[src/rtl/synth_pll_pkg.sv]
package synth_pll_pkg;

  localparam int REF_RW = 7;

  typedef enum logic [1:0] {
    DET_OFF  = 2'b00,
    DET_RAW  = 2'b01,
    DET_WIN  = 2'b10,
    DET_WIN2 = 2'b11
  } det_mode_e;

  // Crystal ticks per reference period; halt codes return 1 (unused).
  function automatic logic [REF_RW-1:0] ref_ratio(input logic [3:0] code);
    case (code)
      4'd0, 4'd1, 4'd2, 4'd3: ref_ratio = REF_RW'(3);
      4'd4:                   ref_ratio = REF_RW'(6);
      4'd5:                   ref_ratio = REF_RW'(12);
      4'd6, 4'd7:             ref_ratio = REF_RW'(24);
      4'd8, 4'd9, 4'd10:      ref_ratio = REF_RW'(15);
      4'd11:                  ref_ratio = REF_RW'(75);
      4'd12:                  ref_ratio = REF_RW'(25);
      4'd13:                  ref_ratio = REF_RW'(5);
      default:                ref_ratio = REF_RW'(1);
    endcase
  endfunction

  function automatic logic ref_halt(input logic [3:0] code);
    return code[3] & code[2] & code[1];
  endfunction

endpackage

[src/rtl/synth_prog_div.sv]
module synth_prog_div #(
  parameter int DW         = 16,
  parameter int MIN_WIDE   = 272,
  parameter int MIN_NARROW = 4,
  parameter int NARROW_LSB = 4
) (
  input  logic          clk,
  input  logic          rst,
  input  logic          halt,
  input  logic          tick,
  input  logic [DW-1:0] word,
  input  logic          dbl,
  input  logic          hi,
  output logic          pulse_o
);
  localparam int RW = DW + 1;
  localparam int NW = DW - NARROW_LSB;

  logic [DW-1:0] n_wide;
  logic [NW-1:0] n_narrow;
  logic [RW-1:0] ratio, cnt;
  logic          load_q;

  always_comb begin
    n_wide   = (word < DW'(MIN_WIDE)) ? DW'(MIN_WIDE) : word;
    n_narrow = (word[DW-1:NARROW_LSB] < NW'(MIN_NARROW)) ?
               NW'(MIN_NARROW) : word[DW-1:NARROW_LSB];
    if (dbl)     ratio = {n_wide, 1'b0};
    else if (hi) ratio = {1'b0, n_wide};
    else         ratio = RW'(n_narrow);
  end

  // Counter reloads only at terminal count, after reset, or after a halt.
  always_ff @(posedge clk) begin
    if (rst) begin
      cnt     <= '0;
      load_q  <= 1'b1;
      pulse_o <= 1'b0;
    end else begin
      pulse_o <= 1'b0;
      load_q  <= halt;
      if (halt || load_q) begin
        cnt <= ratio - RW'(1);
      end else if (tick) begin
        if (cnt == '0) begin
          cnt     <= ratio - RW'(1);
          pulse_o <= 1'b1;
        end else begin
          cnt <= cnt - RW'(1);
        end
      end
    end
  end

  p_no_back2back_r6: assert property (@(posedge clk) disable iff (rst)
    pulse_o |=> !pulse_o);
  p_halt_quiet_r8: assert property (@(posedge clk) disable iff (rst)
    halt |=> !pulse_o);

endmodule

[src/rtl/synth_ref_div.sv]
module synth_ref_div
  import synth_pll_pkg::*;
(
  input  logic       clk,
  input  logic       rst,
  input  logic [3:0] code,
  input  logic       tick,
  output logic       halt_o,
  output logic       xstop_o,
  output logic       pulse_o
);
  logic [REF_RW-1:0] ratio, cnt;
  logic              load_q;

  assign halt_o = ref_halt(code);
  assign ratio  = ref_ratio(code);

  always_ff @(posedge clk) begin
    if (rst) begin
      cnt     <= '0;
      load_q  <= 1'b1;
      pulse_o <= 1'b0;
      xstop_o <= 1'b0;
    end else begin
      pulse_o <= 1'b0;
      load_q  <= halt_o;
      xstop_o <= (code == 4'b1110);
      if (halt_o || load_q) begin
        cnt <= ratio - REF_RW'(1);
      end else if (tick) begin
        if (cnt == '0) begin
          cnt     <= ratio - REF_RW'(1);
          pulse_o <= 1'b1;
        end else begin
          cnt <= cnt - REF_RW'(1);
        end
      end
    end
  end

  p_ref_halt_quiet_r8: assert property (@(posedge clk) disable iff (rst)
    halt_o |=> !pulse_o);

endmodule

[src/rtl/synth_phase_cmp.sv]
module synth_phase_cmp (
  input  logic clk,
  input  logic rst,
  input  logic halt,
  input  logic force_low,
  input  logic ref_p,
  input  logic div_p,
  output logic up_o,
  output logic dn_o,
  output logic hiz_o,
  output logic err_o
);
  logic st_up, st_dn, nu, nd, clr;

  always_comb begin
    nu  = st_up | ref_p;
    nd  = st_dn | div_p;
    clr = nu & nd;
  end

  always_ff @(posedge clk) begin
    if (rst) begin
      st_up <= 1'b0; st_dn <= 1'b0;
      up_o  <= 1'b0; dn_o  <= 1'b0; hiz_o <= 1'b0;
    end else if (halt) begin
      st_up <= 1'b0; st_dn <= 1'b0;
      up_o  <= 1'b0; dn_o  <= 1'b0; hiz_o <= 1'b1;
    end else begin
      st_up <= nu & ~clr;
      st_dn <= nd & ~clr;
      up_o  <= nu & ~clr & ~force_low;
      dn_o  <= force_low | (nd & ~clr);
      hiz_o <= 1'b0;
    end
  end

  assign err_o = st_up | st_dn;

  p_up_cause_r7: assert property (@(posedge clk) disable iff (rst)
    $rose(up_o) |-> ($past(ref_p) || $past(force_low, 2)));
  p_halt_hiz_r8: assert property (@(posedge clk) disable iff (rst)
    halt |=> (hiz_o && !up_o && !dn_o));

endmodule

[src/rtl/synth_lock_mon.sv]
module synth_lock_mon
  import synth_pll_pkg::*;
#(
  parameter int ERR_LIMIT = 1334,
  parameter int HOLD_LEN  = 300000
) (
  input  logic       clk,
  input  logic       rst,
  input  logic [1:0] mode_i,
  input  logic       err_i,
  output logic       lock_o
);
  localparam int RCW = $clog2(ERR_LIMIT + 1);
  localparam int HCW = $clog2(HOLD_LEN + 1);

  det_mode_e      mode;
  logic [RCW-1:0] run;
  logic [HCW-1:0] hold;
  logic           over;

  assign mode = det_mode_e'(mode_i);
  assign over = mode_i[1] && err_i && (run >= RCW'(ERR_LIMIT));

  always_ff @(posedge clk) begin
    if (rst) begin
      run    <= '0;
      hold   <= '0;
      lock_o <= 1'b1;
    end else begin
      case (mode)
        DET_OFF: begin
          run <= '0; hold <= '0; lock_o <= 1'b1;
        end
        DET_RAW: begin
          run <= '0; hold <= '0; lock_o <= ~err_i;
        end
        default: begin
          if (!err_i)                       run <= '0;
          else if (run != RCW'(ERR_LIMIT))  run <= run + RCW'(1);
          if (over)              hold <= HCW'(HOLD_LEN);
          else if (hold != '0)   hold <= hold - HCW'(1);
          lock_o <= ~(over || (hold != '0));
        end
      endcase
    end
  end

  p_off_locked_r10: assert property (@(posedge clk) disable iff (rst)
    (mode_i == 2'b00) |=> lock_o);
  p_raw_follow_r11: assert property (@(posedge clk) disable iff (rst)
    (mode_i == 2'b01) |=> (lock_o == !$past(err_i)));
  p_fall_cause_r12: assert property (@(posedge clk) disable iff (rst)
    ($fell(lock_o) && $past(mode_i[1])) |-> $past(err_i));

endmodule

[src/rtl/synth_pll_core.sv]
module synth_pll_core #(
  parameter int DW         = 16,
  parameter int MIN_WIDE   = 272,
  parameter int MIN_NARROW = 4,
  parameter int NARROW_LSB = 4,
  parameter int ERR_LIMIT  = 1334,
  parameter int HOLD_LEN   = 300000
) (
  input  logic          clk,
  input  logic          rst,
  input  logic          vco_tick,
  input  logic          xtal_tick,
  input  logic [DW-1:0] div_word,
  input  logic          dbl_mode,
  input  logic          hi_band,
  input  logic [3:0]    ref_sel,
  input  logic [1:0]    ulk_mode,
  input  logic          force_low,
  output logic          pump_up,
  output logic          pump_dn,
  output logic          pump_hiz,
  output logic          lock_ok,
  output logic          xtal_stop
);
  logic halt, ref_p, div_p, err;

  synth_ref_div u_ref (
    .clk(clk), .rst(rst), .code(ref_sel), .tick(xtal_tick),
    .halt_o(halt), .xstop_o(xtal_stop), .pulse_o(ref_p)
  );

  synth_prog_div #(
    .DW(DW), .MIN_WIDE(MIN_WIDE), .MIN_NARROW(MIN_NARROW), .NARROW_LSB(NARROW_LSB)
  ) u_fb (
    .clk(clk), .rst(rst), .halt(halt), .tick(vco_tick), .word(div_word),
    .dbl(dbl_mode), .hi(hi_band), .pulse_o(div_p)
  );

  synth_phase_cmp u_pfd (
    .clk(clk), .rst(rst), .halt(halt), .force_low(force_low),
    .ref_p(ref_p), .div_p(div_p),
    .up_o(pump_up), .dn_o(pump_dn), .hiz_o(pump_hiz), .err_o(err)
  );

  synth_lock_mon #(.ERR_LIMIT(ERR_LIMIT), .HOLD_LEN(HOLD_LEN)) u_lock (
    .clk(clk), .rst(rst), .mode_i(ulk_mode), .err_i(err), .lock_o(lock_ok)
  );

endmodule

[config.mk]
export PLATFORM = sky130hd
export DESIGN_NAME = synth_pll_core
export DESIGN_NICKNAME = d
export VERILOG_FILES = /design/src/rtl/synth_pll_pkg.sv /design/src/rtl/synth_prog_div.sv /design/src/rtl/synth_ref_div.sv /design/src/rtl/synth_phase_cmp.sv /design/src/rtl/synth_lock_mon.sv /design/src/rtl/synth_pll_core.sv
export SDC_FILE = /design/constraint.sdc
export NUM_CORES = 1
export LEC_CHECK = 0
export BUFFER_PORTS_ARGS = -buffer_cell sky130_fd_sc_hd__buf_2
export CORE_ASPECT_RATIO = 0.5
export CORE_MARGIN = 8
export CORE_UTILIZATION = 65
export DETAILED_ROUTE_END_ITERATION = 12
export PLACE_DENSITY = 0.84
export SYNTH_ARGS = -nofsm -noshare
export SYNTH_HDL_FRONTEND = slang
export SYNTH_SLANG_ARGS = --single-unit
export TNS_END_PERCENT = 20
[constraint.sdc]
create_clock -name clk -period 5.2 [get_ports clk]
set_input_delay 0.52 -clock clk [delete_from_list [all_inputs] [get_ports clk]]
set_output_delay 0.52 -clock clk [all_outputs]
set_load 0.02 [all_outputs]
==> results.md, run 1 <==
- Initial antenna violation count: 0
- Filler cells: 490
- Flop pwr share: 29.3%
- Worst-Skew Late Latency: 0.32 ns
- Post-synthesis adder-cell area fraction: 2.14%
- Area contributors post-synth: dfxtp_1, nor2_1, a21oi_1
- Most used cell along the critical path: nand3_1
- Hold WS: 0.375 ns
- Tightest Pin Transition: 1.23 ns
- Critical Path End Type: flip-flop
- TritonRoute pass-1 iters: 5
- Switching share of power: 38.7%
- CTS resizes: 0
- Highest clock rate: 302 MHz
- P_int: 1.40 mW
- Area grow syn2layout: 11.5%
- Antenna diodes: 0
- Max-cap violations: 0
- Detailed Place HPWL: 6.73 mm
- Syn Inst Count: 527
- End point of the worst hold path: u_pfd.up_o$_SDFF_PP0_
- Post-Route WL: 9.60 mm
- Seq/Total Area, Yosys: 31.3%
- Slowest-stage cell, CP: nor3_1
- Nets@finish: 585
- VDD IR max: 308 µV
- Hold-fix buffers, CTS: 0
- Final Wtd Congestion: 0.887
- Combinational power share: 45.9%
- Final non-filler cell total: 642
- DR WL/cell: 14.9 µm
- Leak Pwr: 1.72 nW
- Largest net degree at the start of global routing: 35
- Critical Path Fanout Max: 9
- First-pass GRT wire length: 16.5 mm
- Startpoint types: input port
- Die Y: 72.1 µm
- #FFs+latches synth: 64
- H-tree levels: 3
- RSZ-0062 raised after global routing: false
- Area share of the leading cell type in the synthesized netlist: 31.3%
- Fin crit share: 63.7%
- Starting density of the core: 67.3%
- Sw Pwr: 888 µW
- Rows: 20
- Mapped Avg Cell Area: 7.77 µm²
- Ys Warns: 0
- Starting DRT DRC Count: 354
- CP Data Arrival Time: 3.54 ns
- Reg-to-Reg Start: u_fb.cnt[0]$_SDFFE_PP0P_
- GRT Total Usage: 21.4%
- Min-Delay Path Depth: 2
- Most used flip-flop cell after synthesis: dfxtp_1
- CP Cell Sequence: buf_2 -> nor3_1 -> nand3_1 -> a32oi_1 -> ha_1 -> o221ai_1 -> nor4_2 -> nand3_1 -> xnor2_1 -> a221oi_1
- Reg2reg path depth: 8
- Post-CTS setup-driven buffer insertion count: 0
- Remaining DRCs: 0
- Post-Synth XOR/XNOR Area: 7.49%
- Core ar.: 6080 µm²
- Total gr overflow: 0
- Post-synth EDFFs: 0
- Syn_nets: 563
- Worst stage delay on the critical path: 0.73 ns
- Rel. slew slack: 16.9%
- Final TNS setup: 0 ns
- Class of the worst hold path: input port to flip-flop
- Setup violators final: 0
- Die area: 9250 µm²
- PortBufs: 33
- Main combinational cell family by area after synthesis: simple AND/OR/NAND/NOR gates
- Reg2reg end: u_fb.cnt[12]$_SDFFE_PP0P_
- Hold path start: force_low
- Area of the mapped netlist: 4090 µm²
- Vias in the first global route: 3609
- Clock tree buffer depth: 2
- Kind of critical path: input port to flip-flop
- Post-layout util: 75.0%
- Remaining antenna violation count: 0
- Outcome: finished clean
- Clock Sink Count: 64
- Synth cell types: 69
- Commonest non-fill, non-tap cell in the layout: nor2_1
- Root Driver: clkbuf_16
- Placed cells: 626
- Final Max Tran Viols: 0
- Mux cell area share after synthesis: 1.53%
- DIE WIDTH: 128 µm
- Post-synthesis simple-gate area fraction: 29.7%
- Tot Pwr: 2.29 mW
- Required @ worst endpoint: 5.43 ns
- Proportion of layout cells with a drive suffix above 1: 12.6%
- Io pins: 34
- Compound-cell area share of the yosys netlist: 24.0%
- Pwr Density: 503 nW/µm²
- Most frequent cells in the layout: nor2_1, dfxtp_1, nand2_1
- Tmin final: 3.31 ns
- Reg2reg setup slack: 1.91 ns
- Final hold violation count: 0
- TritonCTS buffer count: 9
- Ys async rst share: 0%
- Area leader, netlist: dfxtp_1
- Routed vias: 4010
- TritonCTS clock tree: yes
- Routed vias/inst: 6.25
- Clock Power Share: 24.8%
- Final Skew: 0.00420 ns
- Clock slew at reported path FFs: 0.05 ns
stage by stage:
| stage | area [µm²] | setup WS [ns] |
|---|---|---|
| 6_report | 4560 | 1.89 |
| 5_1_grt | 4560 | 1.63 |
| 4_1_cts | 4560 | 1.93 |
| 3_5_place_dp | 4280 | 1.61 |
| 3_3_place_gp | 4280 | 1.77 |
| 2_1_floorplan | 4090 | 2.28 |
sequential cells by signal, summed over array words and instances (netlist names):
register / flops
u_fb.pulse_o: 1
u_ref.cnt: 7
u_ref.xstop_o: 1
u_pfd.st_up: 1
u_lock.lock_o: 1
u_pfd.dn_o: 1
u_fb.cnt: 17
u_pfd.up_o: 1
u_lock.run: 11
u_pfd.st_dn: 1
u_pfd.hiz_o: 1
u_ref.pulse_o: 1
u_fb.load_q: 1
u_lock.hold: 19
cell type report:
type                            instances  area [µm²]  area share [%]
Multi-Input combinational cell        423        2650            58.1
Sequential cell                        64        1280            28.1
Clock buffer                           12         236            5.18
Timing Repair Buffer                   34         173            3.78
Tap cell                               88         110            2.41
Inverter                               17        63.8            1.40
Clock inverter                          4        45.0           0.987
kinds of logic (layout without fill, tap and decap cells):
| family | Yosys count | in the layout |
|---|---|---|
| buffers and inverters | 40 | 67 |
| AO/OA/AOI/OAI | 146 | 146 |
| AND/OR/NAND/NOR | 229 | 229 |
| flip-flops | 64 | 64 |
| adder cells (fa/ha/maj) | 7 | 7 |
| XOR/XNOR | 35 | 35 |
| multiplexers | 6 | 6 |
worst max-delay path by stage:
| stage | startpoint | endpoint | cells after the start |
|---|---|---|---|
| 2_1_floorplan | div_word[14] | u_fb.cnt[10]$_SDFFE_PP0P_ | 9 |
| 3_3_place_gp | div_word[14] | u_fb.cnt[10]$_SDFFE_PP0P_ | 10 |
| 3_5_place_dp | div_word[14] | u_fb.cnt[10]$_SDFFE_PP0P_ | 10 |
| 4_1_cts | div_word[14] | u_fb.cnt[10]$_SDFFE_PP0P_ | 10 |
| 5_1_grt | div_word[14] | u_fb.cnt[10]$_SDFFE_PP0P_ | 10 |
| 6_report | div_word[14] | u_fb.cnt[10]$_SDFFE_PP0P_ | 10 |
critical path: cells and delay by family:
kind                       cells  cell delay, ns
and+or+nand+nor                4            1.63
AOI/OAI and AO/OA              3            0.88
adders and majority gates      1            0.23
xor gates and xnor gates       1            0.15
buffers and inverters          1            0.13
synthesized netlist by cell type, types with 8 or more instances:
cell type	instances
a31oi_1	9
inv_1	16
xor2_1	17
a221oi_1	8
a21oi_1	38
nor4_1	9
clkbuf_1	20
or3_1	9
nor3_1	25
dfxtp_1	64
o21ai_0	35
nand2_1	43
nand2b_1	8
xnor2_1	18
or4_1	9
nand3_1	16
nor2_1	65
power by group through the flow:
stage / combinational, mW / sequential (mW) / clock [mW]
detailed placement: 1.03 / 0.678 / 0
global route: 1.17 / 0.686 / 0.597
CTS: 1.05 / 0.670 / 0.575
finish: 1.05 / 0.673 / 0.567
floorplan: 0.867 / 0.661 / 0
global placement: 1.02 / 0.675 / 0
layer usage:
metal / track usage [%] / part of all wire (%)
met4: 6.40 / 1.0
met1: 26.6 / 47
met5: 0 / 0
met2: 36.2 / 47
met3: 4.97 / 5.5
Note: power is estimated with default switching activity, not from simulation.
==> inputs of run 2 (changes only) <==
- ABC_AREA: unset -> 1
- CORE_UTILIZATION: 65 -> 61
- PLACE_DENSITY: 0.84 -> 0.79
- clock period: 5.2 -> 3.4 ns (I/O delays scaled with it)
==> results.md, run 2 <==
- Outcome: finished clean
- Final Max Tran Viols: 0 (unchanged)
- Mapped Avg Cell Area: 6.61 µm² (-15%)
- Clock slew at reported path FFs: 0.05 ns (about the same)
- Final Cell Area: 4940 µm² (+8.2%)
- Root Driver: clkbuf_16
- Worst stage delay on the critical path: 0.55 ns (-0.18 ns)
- Routed vias/inst: 5.48 (-12%)
- Leak Pwr: 2.22 nW (+29%)
- Initial antenna violation count: 0 (unchanged)
- Critical Path End Type: flip-flop
- Hold-fix buffers, CTS: 0 (unchanged)
- Most used flip-flop cell after synthesis: dfxtp_1
- Pwr Density: 737 nW/µm² (+47%)
- Proportion of layout cells with a drive suffix above 1: 16.3% (+3.7 points)
- Hold path start: force_low
- Delay-heaviest family, CP: simple AND/OR/NAND/NOR gates
- RSZ-0062 raised after global routing: false
- Biggest register: u_lock.hold
- Placed cells: 777 (+24%)
- Highest clock rate: 451 MHz
- VDD IR max: 432 µV (+40%)
- Hold WS: 0.194 ns (-0.180 ns)
- Final Wtd Congestion: 0.861 (-3.0%)
- Total gr overflow: 0 (unchanged)
- Ys async rst share: 0% (unchanged)
- Area share of the leading cell type in the synthesized netlist: 29.3% (-2.0 points)
- Slowest-stage cell, CP: nor2_1
- CP Data Arrival Time: 2.44 ns (-1.10 ns)
- Final Skew: 0.00837 ns (+0.00417 ns)
- Largest regs: u_lock.hold x19, u_fb.cnt x17, u_lock.run x11
- Min-Delay Path Depth: 2 (unchanged)
- Rel. slew slack: 51.7% (+35 points)
- Class of the worst hold path: input port to flip-flop
- Post-DP Area: 4590 µm² (+7.3%)
- Post-layout util: 72.6% (-2.5 points)
- Reg area: 1280 µm² (unchanged)
- Final TNS setup: 0 ns (unchanged)
- Area contributors post-synth: dfxtp_1, nand2_1, nor2_1
- Syn_nets: 697 (+24%)
- Clock Sink Count: 64 (unchanged)
- Starting DRT DRC Count: 361 (+2.0%)
- Remaining DRCs: 0 (unchanged)
- First-pass GRT wire length: 17.7 mm (+7.3%)
- Critical Path Fanout Max: 10 (+1)
- PortBufs: 33 (unchanged)
- Clock tree buffer depth: 2 (unchanged)
- DIE WIDTH: 136 µm (+5.8%)
- Largest net degree at the start of global routing: 34 (-2.9%)
- Reg2reg setup slack: 1.18 ns (-0.73 ns)
- Max reg flops: 19 (unchanged)
- Most common cell in the synthesized netlist: nand2_1
- Area of the mapped netlist: 4370 µm² (+6.7%)
- Detailed Place HPWL: 7.42 mm (+10%)
- Kind of critical path: flip-flop to flip-flop
- CTS resizes: 0 (unchanged)
- H-tree levels: 3 (unchanged)
- Worst Path Buf+Inv: 2 (+1)
- Tightest Pin Transition: 0.722 ns (-0.510 ns)
- Rows: 21 (+5.0%)
- Required @ worst endpoint: 3.62 ns (-1.81 ns)
- Commonest non-fill, non-tap cell in the layout: nand2_1
- CP Cell Sequence: inv_1 -> ha_1 -> nand2_2 -> nor2_4 -> nand4_2 -> nor2_2 -> nand4_1 -> nor2_2 -> nor2_1 -> nand2_1 -> nand3_1 -> o21ai_0 -> nand2_1 -> inv_1
- GRT Total Usage: 20.8% (-0.60 points)
- Reg-to-Reg Start: u_fb.cnt[0]$_SDFFE_PP0P_
- Worst-Skew Late Latency: 0.32 ns (about the same)
- Ys Warns: 0 (unchanged)
- Final hold violation count: 0 (unchanged)
- Area grow syn2layout: 13.0%
- End point of the worst hold path: u_pfd.up_o$_SDFF_PP0_
- Fin crit share: 65.3%
- Syn Inst Count: 661 (+25%)
- Remaining antenna violation count: 0 (unchanged)
- Nets@finish: 732 (+25%)
- Filler cells: 608 (+24%)
- TritonCTS clock tree: yes
- TritonCTS buffer count: 9 (unchanged)
- Synth cell types: 45 (-35%)
- Total stage count of the critical path: 14 (+4)
- Most frequent cells after synthesis: nand2_1, nor2_1, inv_1, dfxtp_1, nand3_1
- TritonRoute pass-1 iters: 7 (+2)
- Io pins: 34 (unchanged)
- Startpoint types: flip-flop
- Die area: 10300 µm² (+11%)
- Core ar.: 6810 µm² (+12%)
- Tmin final: 2.22 ns
- Area leader, netlist: dfxtp_1
- Most frequent cells in the layout: nand2_1, nor2_1, inv_1
- Post-CTS setup-driven buffer insertion count: 0 (unchanged)
- Max-cap violations: 0 (unchanged)
- Reg2reg end: u_fb.cnt[1]$_SDFFE_PP0P_
- Antenna diodes: 0 (unchanged)
- Multi-input gate area: 2720 µm² (+2.4%)
- #FFs+latches synth: 64 (unchanged)
- Final non-filler cell total: 792 (+23%)
- Setup violators final: 0 (unchanged)
- Routed vias: 4338 (+8.2%)
- DR WL/cell: 12.8 µm (-15%)
- Seq/Total Area, Yosys: 29.3% (-2.0 points)
- Vias in the first global route: 4107 (+14%)
- Die Y: 75.8 µm (+5.2%)
- Post-synth EDFFs: 0 (unchanged)
- Reg2reg path depth: 14 (+6)
- Post-Route WL: 10.1 mm (+5.5%)
- Starting density of the core: 64.2% (-3.1 points)
## run 2: logic make-up (layout without fill, tap and decap cells)
kind of cell | count (synthesis) | in the layout | share of synthesized area, %
xor+xnor | 23 | 23 | 4.61
flops | 64 | 64 | 29.3
fa+ha+maj | 7 | 7 | 2.01
buf+inv | 92 | 131 | 8.48
compound gates | 111 | 111 | 14.5
simple gates | 364 | 364 | 41.1
## run 2: final cells by class
cell class / count / area share [%]
multi-input combinational: 505 / 55.0
sequential: 64 / 26.0
inverter: 82 / 6.23
clock buffer: 10 / 4.84
timing repair buffer: 34 / 3.50
tap: 92 / 2.33
clock inverter: 5 / 2.13
## run 2: per-layer routing
layer  track usage, %  routed length, µm
met2             36.4               4800
met5                0                  0
met4             8.29                148
met3             3.95                394
met1             25.1               4780
## run 2: worst max path at each step
stage	from	slack [ns]	to
after floorplan	div_word[13]	1.39	u_fb.cnt[8]$_SDFFE_PP0P_
after global placement	div_word[13]	1.01	u_fb.cnt[8]$_SDFFE_PP0P_
after detailed placement	div_word[15]	0.93	u_fb.cnt[8]$_SDFFE_PP0P_
after CTS	u_fb.cnt[0]$_SDFFE_PP0P_	1.15	u_fb.cnt[1]$_SDFFE_PP0P_
after global routing	u_lock.hold[0]$_SDFFE_PP0N_	0.93	u_lock.hold[13]$_SDFFE_PP0N_
final	u_fb.cnt[0]$_SDFFE_PP0P_	1.18	u_fb.cnt[1]$_SDFFE_PP0P_
## run 2: worst reg2reg max path, cell delays in order, from the launching register on
cell     delay [ns]
dfxtp_1        0.33
inv_1          0.08
ha_1           0.25
nand2_2        0.12
nor2_4         0.06
nand4_2        0.09
nor2_2         0.06
nand4_1        0.11
nor2_2         0.06
nor2_1         0.55
nand2_1        0.12
nand3_1        0.11
o21ai_0        0.08
nand2_1        0.07
inv_1          0.03
## run 2: metrics by stage
stage	total power [mW]	setup WS, ns
6_report	3.64	1.18
5_1_grt	3.93	0.930
4_1_cts	3.63	1.15
3_5_place_dp	2.53	0.930
3_3_place_gp	2.51	1.01
2_1_floorplan	2.23	1.39
## run 2: power breakdown
group	switching [mW]	internal, mW	total, mW
Sequential	0.129	0.886	1.01
Combinational	1.01	0.567	1.57
Clock	0.322	0.731	1.05
==> inputs of run 3 (changes only) <==
- CORE_UTILIZATION: 61 -> 55
- PLACE_DENSITY: 0.79 -> 0.75
- clock period: 3.4 -> 1.95 ns (I/O delays scaled with it)
==> results.md, run 3 (synthesis gave the netlist of run 2 again) <==
- Most used cell along the critical path: nor2_2
- Filler cells: 695 (+14%)
- Nets@finish: 784 (+7.1%)
- Final Max Tran Viols: 0 (unchanged)
- Root Driver: clkbuf_16
- Critical Path Fanout Max: 4 (-6)
- Delay-heaviest family, CP: simple AND/OR/NAND/NOR gates
- Routed vias: 4566 (+5.3%)
- Die Y: 79.0 µm (+4.2%)
- Vias in the first global route: 4293 (+4.5%)
- Fin crit share: 101% (+36 points)
- Outcome: complete, but fails checks
- Commonest non-fill, non-tap cell in the layout: nand2_1
- RSZ-0062 raised after global routing: true
- Biggest register: u_lock.hold
- Required @ worst endpoint: 2.17 ns (-1.45 ns)
- Initial antenna violation count: 0 (unchanged)
- Startpoint types: flip-flop
- Rows: 23 (+9.5%)
- PortBufs: 33 (unchanged)
- Largest net degree at the start of global routing: 34 (unchanged)
- Rel. slew slack: 58.6% (+7.0 points)
- Largest regs: u_lock.hold x19, u_fb.cnt x17, u_lock.run x11
- TritonRoute pass-1 iters: 5 (-2)
- P_int: 4.09 mW (+87%)
- First-pass GRT wire length: 17.7 mm (about the same)
- Clock Power Share: 25.2% (-3.7 points)
- Core ar.: 7860 µm² (+15%)
- Slowest-stage cell, CP: dfxtp_1
- Clock Sink Count: 64 (unchanged)
- GRT Total Usage: 18.8% (-2.0 points)
- Total gr overflow: 0 (unchanged)
- Reg2reg setup slack: -0.03 ns (-1.21 ns)
- DIE WIDTH: 142 µm (+4.7%)
- Detailed Place HPWL: 7.90 mm (+6.5%)
- Clock tree buffer depth: 2 (unchanged)
- Final Skew: 0.00842 ns (+0.0000512 ns)
- Antenna diodes: 0 (unchanged)
- Class of the worst hold path: input port to flip-flop
- DR WL/cell: 12.7 µm (-0.95%)
- Starting density of the core: 55.6% (-8.6 points)
- CP Data Arrival Time: 2.19 ns (-0.25 ns)
- Tightest Pin Transition: 0.615 ns (-0.107 ns)
- Post-Route WL: 10.9 mm (+8.2%)
- Final worst slack: -0.0261 ns (-1.21 ns)
- TritonCTS clock tree: yes
- Remaining DRCs: 0 (unchanged)
- Io pins: 34 (unchanged)
- Sw Pwr: 2.63 mW (+80%)
- Kind of critical path: flip-flop to flip-flop
- TritonCTS buffer count: 9 (unchanged)
- Routed vias/inst: 5.28 (-3.6%)
- Most frequent cells in the layout: nand2_1, nor2_1, inv_1
- Area grow syn2layout: 24.8%
- Leak Pwr: 2.48 nW (+11%)
- Tmin final: 1.98 ns (-0.242 ns)
- Starting DRT DRC Count: 234 (-35%)
- Max-cap violations: 0 (unchanged)
- Final Cell Area: 5450 µm² (+10%)
- Remaining antenna violation count: 0 (unchanged)
- Worst Path Buf+Inv: 2 (unchanged)
- H-tree levels: 3 (unchanged)
- Final hold violation count: 0 (unchanged)
- Die area: 11200 µm² (+9.1%)
- Worst-Skew Late Latency: 0.32 ns (about the same)
- Critical Path End Type: flip-flop
- Clock slew at reported path FFs: 0.06 ns (about the same)
- Setup violators final: 7 (+7)
- Worst stage delay on the critical path: 0.33 ns (-0.22 ns)
- Pwr Density: 1230 nW/µm² (+67%)
- Max reg flops: 19 (unchanged)
- VDD IR max: 664 µV (+54%)
- Highest clock rate: 506 MHz (+12%)
- CP Cell Sequence: inv_2 -> ha_4 -> nand2_4 -> nor2_4 -> nand4_2 -> nor2_2 -> nand4_1 -> nor2_2 -> nor2_2 -> buf_4 -> nand2_1 -> nand2_1 -> a21oi_2 -> nor2_1
- Combinational power share: 48.4% (+5.2 points)
- Proportion of layout cells with a drive suffix above 1: 25.2% (+8.9 points)
- Failing checks: negative setup slack
- Final Wtd Congestion: 0.892 (+3.6%)
- Switching share of power: 39.1% (-0.88 points)
- Final TNS setup: -0.107 ns (-0.107 ns)
- Flop pwr share: 26.4% (-1.5 points)
- Post-DP Area: 4960 µm² (+8.0%)
## run 3: cell types whose count changed in the layout (fill, tap and decap cells not counted), moves of 5 or more
cell and delta:
dfxtp_2 +5, nor2_1 -7, buf_4 +48, nor2_2 +6, dfxtp_1 -5
## run 3: worst paths after layout
| kind | depth (start not counted) | end | start |
|---|---|---|---|
| max | 14 | u_fb.cnt[13]$_SDFFE_PP0P_ | u_fb.cnt[1]$_SDFFE_PP0P_ |
| min | 2 | u_pfd.up_o$_SDFF_PP0_ | force_low |
| max reg2reg | 14 | u_fb.cnt[13]$_SDFFE_PP0P_ | u_fb.cnt[1]$_SDFFE_PP0P_ |
| min reg2reg | 1 | u_ref.pulse_o$_SDFF_PP0_ | u_fb.load_q$_SDFF_PP1_ |
## run 3: final cells by class
cell class | instances | area [µm²] | area share, %
clock buffer | 13 | 250 | 4.59
inverter | 82 | 310 | 5.69
clock inverter | 3 | 65.1 | 1.19
tap | 112 | 140 | 2.57
timing repair buffer | 84 | 564 | 10.3
multi-input combinational | 507 | 2840 | 52.0
sequential | 64 | 1290 | 23.6
## run 3: worst register-to-register path: stages (launching register included)
cell and delay, ns:
dfxtp_1 0.33, inv_2 0.10, ha_4 0.16, nand2_4 0.06
nor2_4 0.09, nand4_2 0.10, nor2_2 0.15, nand4_1 0.13
nor2_2 0.23, nor2_2 0.09, buf_4 0.15, nand2_1 0.05
nand2_1 0.06, a21oi_2 0.13, nor2_1 0.05
## run 3: metal layers
layer  up-vias  wire (µm)  share of wire (%)  track usage [%]
met2       127       5340                 49             33.8
met5         -          0                  0                0
met1      2039       4880                 45             21.5
met3        27        472                4.3             4.01
li1       2373          -                  -                -
met4         0        261                2.4             8.08
## run 3: power groups by stage
stage	sequential, mW	clock (mW)	combinational, mW
3_5_place_dp	1.78	0	2.90
3_3_place_gp	1.77	0	2.87
5_1_grt	1.81	1.78	3.64
4_1_cts	1.75	1.72	2.95
2_1_floorplan	1.74	0	2.14
6_report	1.77	1.69	3.25
## run 3: repair_timing
action                     4_1_cts  5_1_grt
hold buffers                     0        0
hold endpoints to repair         0        0
setup endpoints to repair        1       25
pin swaps                        0       12
gates cloned                     0        2
setup buffers                    0        6
gates resized for setup          1       33
## run 3: stage by stage
| step | hold slack [ns] | power (mW) | setup WS, ns | utilization [%] | std cells |
|---|---|---|---|---|---|
| after global routing | 0.0483 | 7.23 | -0.130 | 69.4 | 865 |
| after global placement | 0.380 | 4.65 | -0.0561 | 63.1 | 841 |
| final | 0.0507 | 6.71 | -0.0261 | 69.4 | 865 |
| after detailed placement | 0.380 | 4.68 | -0.113 | 63.1 | 841 |
| after CTS | 0.0386 | 6.42 | 0.0266 | 67.3 | 857 |
| after floorplan | 0.264 | 3.88 | 0.0801 | - | 661 |
